--- src/rtl/memwait_pkg.sv ---
package memwait_pkg;
  typedef enum logic [1:0] {
    CYC_NONE  = 2'd0,
    CYC_FETCH = 2'd1,
    CYC_READ  = 2'd2,
    CYC_WRITE = 2'd3
  } cyc_t;

  localparam int REG_W = 8;
  localparam logic [REG_W-1:0] POLICY_RST = 8'h44;
  localparam logic [REG_W-1:0] ARM_RST    = 8'h14;
  localparam int FETCH_EN_BIT = 4;
  localparam int READ_EN_BIT  = 5;
  localparam int ARM_BIT      = 1;
endpackage

--- src/rtl/memwait_regs.sv ---
module memwait_regs
  import memwait_pkg::*;
(
  input  logic             clk,
  input  logic             rst,
  input  logic             reg_we,
  input  logic             reg_sel,
  input  logic [REG_W-1:0] reg_wdata,
  output logic [REG_W-1:0] reg_rdata,
  output logic [REG_W-1:0] policy_q,
  output logic [REG_W-1:0] arm_q
);
  always_ff @(posedge clk) begin
    if (rst) begin
      policy_q  <= POLICY_RST;
      arm_q     <= ARM_RST;
      reg_rdata <= '0;
    end else begin
      if (reg_we && !reg_sel) policy_q <= reg_wdata;
      if (reg_we &&  reg_sel) arm_q    <= reg_wdata;
      reg_rdata <= reg_sel ? arm_q : policy_q;
    end
  end

  AST_RESET_DEFAULTS: assert property (@(posedge clk)
    rst |=> (policy_q == POLICY_RST && arm_q == ARM_RST));

  AST_WRITE_STORES: assert property (@(posedge clk) disable iff (rst)
    (reg_we && reg_sel) |=> (arm_q == $past(reg_wdata)));
endmodule

--- src/rtl/memwait_classify.sv ---
module memwait_classify
  import memwait_pkg::*;
#(
  parameter int EXTRA_CLKS = 1,
  parameter int CNT_W      = 1
) (
  input  logic             m1_n,
  input  logic             rd_n,
  input  logic             wr_n,
  input  logic             iorq_n,
  input  logic [REG_W-1:0] policy_q,
  input  logic [REG_W-1:0] arm_q,
  output cyc_t             cyc_type,
  output logic [CNT_W-1:0] extra
);
  localparam logic [CNT_W-1:0] EXTRA_V = CNT_W'(EXTRA_CLKS);

  always_comb begin
    if (!iorq_n)                cyc_type = CYC_NONE;
    else if (!wr_n)             cyc_type = CYC_WRITE;
    else if (!rd_n && !m1_n)    cyc_type = CYC_FETCH;
    else if (!rd_n)             cyc_type = CYC_READ;
    else                        cyc_type = CYC_NONE;
  end

  logic stretch;
  always_comb begin
    case (cyc_type)
      CYC_WRITE: stretch = 1'b1;
      CYC_FETCH: stretch = policy_q[FETCH_EN_BIT];
      CYC_READ:  stretch = policy_q[READ_EN_BIT];
      default:   stretch = 1'b0;
    endcase
    extra = (stretch && arm_q[ARM_BIT]) ? EXTRA_V : '0;
  end
endmodule

--- src/rtl/memwait_stretch.sv ---
module memwait_stretch #(
  parameter int CNT_W = 1
) (
  input  logic             clk,
  input  logic             rst,
  input  logic             mreq_n,
  input  logic [CNT_W-1:0] load_val,
  output logic             start,
  output logic             wait_n
);
  logic             mreq_q;
  logic [CNT_W-1:0] cnt, cnt_nx;

  assign start = mreq_q && !mreq_n;

  always_comb begin
    if (start)          cnt_nx = load_val;
    else if (cnt != '0) cnt_nx = cnt - CNT_W'(1);
    else                cnt_nx = cnt;
  end

  always_ff @(posedge clk) begin
    if (rst) begin
      mreq_q <= 1'b1;
      cnt    <= '0;
      wait_n <= 1'b1;
    end else begin
      mreq_q <= mreq_n;
      cnt    <= cnt_nx;
      wait_n <= (cnt_nx == '0);
    end
  end

  AST_START_LOW: assert property (@(posedge clk) disable iff (rst)
    (start && load_val != '0) |=> !wait_n);

  AST_ZERO_HIGH: assert property (@(posedge clk) disable iff (rst)
    (start && load_val == '0) |=> wait_n);

  AST_IDLE_HIGH: assert property (@(posedge clk) disable iff (rst)
    (!start && wait_n) |=> wait_n);
endmodule

--- src/rtl/memwait_gen.sv ---
module memwait_gen
  import memwait_pkg::*;
#(
  parameter int EXTRA_CLKS = 1
) (
  input  logic       clk,
  input  logic       rst,
  input  logic       mreq_n,
  input  logic       iorq_n,
  input  logic       m1_n,
  input  logic       rd_n,
  input  logic       wr_n,
  input  logic       reg_we,
  input  logic       reg_sel,
  input  logic [7:0] reg_wdata,
  output logic [7:0] reg_rdata,
  output logic       wait_n
);
  localparam int CNT_W = $clog2(EXTRA_CLKS + 1);

  logic [REG_W-1:0] policy_q, arm_q;
  cyc_t             cyc_type;
  logic [CNT_W-1:0] extra;
  logic             start;

  memwait_regs u_regs (
    .clk(clk), .rst(rst), .reg_we(reg_we), .reg_sel(reg_sel),
    .reg_wdata(reg_wdata), .reg_rdata(reg_rdata),
    .policy_q(policy_q), .arm_q(arm_q)
  );

  memwait_classify #(.EXTRA_CLKS(EXTRA_CLKS), .CNT_W(CNT_W)) u_cls (
    .m1_n(m1_n), .rd_n(rd_n), .wr_n(wr_n), .iorq_n(iorq_n),
    .policy_q(policy_q), .arm_q(arm_q),
    .cyc_type(cyc_type), .extra(extra)
  );

  memwait_stretch #(.CNT_W(CNT_W)) u_str (
    .clk(clk), .rst(rst), .mreq_n(mreq_n), .load_val(extra),
    .start(start), .wait_n(wait_n)
  );

  AST_IO_NO_WAIT: assert property (@(posedge clk) disable iff (rst)
    (start && !iorq_n) |=> wait_n);

  AST_DISARMED_NO_WAIT: assert property (@(posedge clk) disable iff (rst)
    (start && !arm_q[ARM_BIT]) |=> wait_n);

  AST_WRITE_WAITS: assert property (@(posedge clk) disable iff (rst)
    (start && iorq_n && !wr_n && arm_q[ARM_BIT]) |=> !wait_n);
endmodule

--- config.mk ---
export PLATFORM = sky130hd
export DESIGN_NAME = memwait_gen
export DESIGN_NICKNAME = d
export VERILOG_FILES = /design/src/rtl/memwait_pkg.sv /design/src/rtl/memwait_regs.sv /design/src/rtl/memwait_classify.sv /design/src/rtl/memwait_stretch.sv /design/src/rtl/memwait_gen.sv
export SDC_FILE = /design/constraint.sdc
export NUM_CORES = 1
export LEC_CHECK = 0
export BUFFER_PORTS_ARGS = -buffer_cell sky130_fd_sc_hd__buf_2
export CAP_MARGIN = 20
export CORE_ASPECT_RATIO = 1.2
export CORE_UTILIZATION = 45
export CTS_CLUSTER_DIAMETER = 200
export DETAILED_ROUTE_END_ITERATION = 7
export GPL_TIMING_DRIVEN = 0
export PLACE_DENSITY = 0.69
export SYNTH_ARGS = -nofsm -noshare
export SYNTH_HDL_FRONTEND = slang
export SYNTH_HIERARCHICAL = 1
export SYNTH_SLANG_ARGS = --single-unit
export TNS_END_PERCENT = 50
--- constraint.sdc ---
create_clock -name clk -period 1.6 [get_ports clk]
set_clock_uncertainty 0.2 [all_clocks]
set_input_delay 0.24 -clock clk [delete_from_list [all_inputs] [get_ports clk]]
set_output_delay 0.24 -clock clk [all_outputs]
set_load 0.01 [all_outputs]
==> impl_metrics.env <==
export IMPL_status="complete, no violations"
export IMPL_cp_start_kind="input port"
export IMPL_required_ps=1600
export IMPL_die_x_um=45.48
export IMPL_syn2layout_area_growth_pct=26.96
export IMPL_reg2reg_depth=3
export IMPL_drive_gt1_share_pct=26.32
export IMPL_globalRouteTotalUtil_pct=18.76
export IMPL_slew_headroom_pct=77.18
export IMPL_synth_warnings=6
export IMPL_post_place_ws_ps=346.7
export IMPL_final_net_count=152
export IMPL_clock_latency_ps=300
export IMPL_cpPeakStageDelay_ps=520
export IMPL_reg2reg_slack_ps=590
export IMPL_setup_viol=0
export IMPL_holdWs_ps=7.912
export IMPL_cts_buffer_depth=2
export IMPL_final_common_cell="buf_2"
export IMPL_htreeDepth=1
export IMPL_grt_pass1_vias=709
export IMPL_whs_path_depth=3
export IMPL_route_met3_wl_um=48
export IMPL_top_layer_used="met4"
export IMPL_diodes=0
export IMPL_tightestPinTransition_ps=342.3
export IMPL_drtIter0Drc=3
export IMPL_wl_met2_um=1008
export IMPL_worst_slack_ps=124.3
export IMPL_grt_pass1_wl_um=3139
export IMPL_ant_nets=0
export IMPL_crit_slowest_cell="dlygate4sd3_1"
export IMPL_ios=26
export IMPL_route_detailed_drc=0
export IMPL_synth_area_um2=1021
export IMPL_hold_class="in2reg"
export IMPL_wl_per_cell_um=11.87
export IMPL_n_fill_cell=193
export IMPL_hold_buffers=6
export IMPL_setup_worst_path_end_class="flip-flop"
export IMPL_drv_cap=0
export IMPL_p_per_area_nw_per_um2=848.2
export IMPL_period_needed_ps=1476
export IMPL_cts_made_buffers=3
export IMPL_rsz0062_at_grt="false"
export IMPL_regToRegStartpoint="u_regs/arm_q[1]"
export IMPL_cts_setup_buffers=0
export IMPL_port_buffers=25
export IMPL_dpl_hpwl_um=1338
export IMPL_leakagePower_nw=0.5940
export IMPL_mostFrequentLayoutCells="buf_2 (27), dfxtp_1 (26), mux2i_1 (22), nand2b_1 (16), nor2_1 (13)"
export IMPL_clkSlewWorstSetupHoldPaths_ps=120
export IMPL_antenna_found_initial=0
export IMPL_rows=18
export IMPL_crit_chain="dlygate4sd3_1 -> buf_2 -> clkbuf_1 -> nand2b_1 -> mux2i_1"
export IMPL_vias=762
export IMPL_vias_per_cell=4.675
export IMPL_syn_nets=113
export IMPL_crit_fanout=10
export IMPL_hold_viol_final=0
export IMPL_core_area_um2=2095
export IMPL_grt_overflow=0
export IMPL_avgSynthCellArea_um2=10.64
export IMPL_min_delay_worst_endpoint="u_regs/policy_q[7]"
export IMPL_max_vdd_ir_drop_mv=0.6577
export IMPL_clock_root_buffer="clkbuf_4"
export IMPL_cts_sinks=26
export IMPL_cts_tree="done"
export IMPL_r2r_end="u_str/wait_n"
export IMPL_synthCells=96
export IMPL_min_from="reg_wdata[7]"
export IMPL_die_area_um2=2464
export IMPL_ctsResizeCount=0
export IMPL_drv_slew=0
export IMPL_gp_congestion=0.7254
export IMPL_dr_pass1_iters=3
export IMPL_die_y_um=54.18
export IMPL_critPathKind="in2reg"
export IMPL_max_freq_ghz=0.6777
export IMPL_grt_max_degree=14
export IMPL_fin_crit_sh_pct=92.23
export IMPL_fin_setup_tns_ps=0
export IMPL_start_util_pct=48.75
export IMPL_met1Wirelength_um=862
export IMPL_finalWirelength_um=1934
export IMPL_crit_arrival_ps=1480
## metal layers
metal	vias up	global-route usage [%]
li1	401	-
met1	345	21.33
met2	14	32.62
met3	2	4.027
met4	0	9.091
met5	-	0
## worst max-delay path: cells and delay by family
| family | cells | cell delay, ps |
|---|---|---|
| buf+inv | 3 | 960 |
| simple gates | 1 | 190 |
| mux | 1 | 80 |
## final cells by class
class                   instances  area [µm²]  share of cell area [%]
well taps                      30       37.54                   2.896
plain buffers                   5       28.78                   2.220
repair buffers                 34       215.2                   16.60
clock buffers                   3       22.52                   1.737
flip-flops and latches         26       520.5                   40.15
multi-input cells              65       471.7                   36.39
## sequential cells by signal, indices dropped and copies added (netlist names)
| register | count |
|---|---|
| u_regs/arm_q | 8 |
| u_regs/reg_rdata | 8 |
| u_str/wait_n | 1 |
| u_regs/policy_q | 8 |
| u_str/mreq_q | 1 |
## where the power goes
group / leakage [nW] / internal, mW / switching (mW)
clock network: 0.0138 / 0.0878 / 0.168
registers: 0.213 / 0.680 / 0.0138
logic: 0.367 / 0.0818 / 0.0680
total: 0.594 / 0.849 / 0.250
## how the worst max path moves through the flow
| stage | to | cells after the start | startpoint |
|---|---|---|---|
| after global routing | u_regs/policy_q[3] | 5 | rst |
| after detailed placement | u_regs/arm_q[7] | 4 | rst |
| final | u_regs/policy_q[3] | 5 | rst |
| after floorplan | u_regs/arm_q[6] | 3 | reg_sel |
| after global placement | u_regs/arm_q[5] | 4 | rst |
| after CTS | u_regs/arm_q[7] | 5 | rst |
## per-stage QoR
stage                     util, %  std cells  power (mW)  area [µm²]
after floorplan                 -         96      0.7897        1021
after global placement      56.51        151      0.8376        1184
after detailed placement    56.51        151      0.8433        1184
after CTS                   60.45        160       1.112        1266
after global routing        61.89        163       1.173        1296
final                       61.89        163       1.100        1296
No activity file was read; power rests on OpenSTA's default activity.
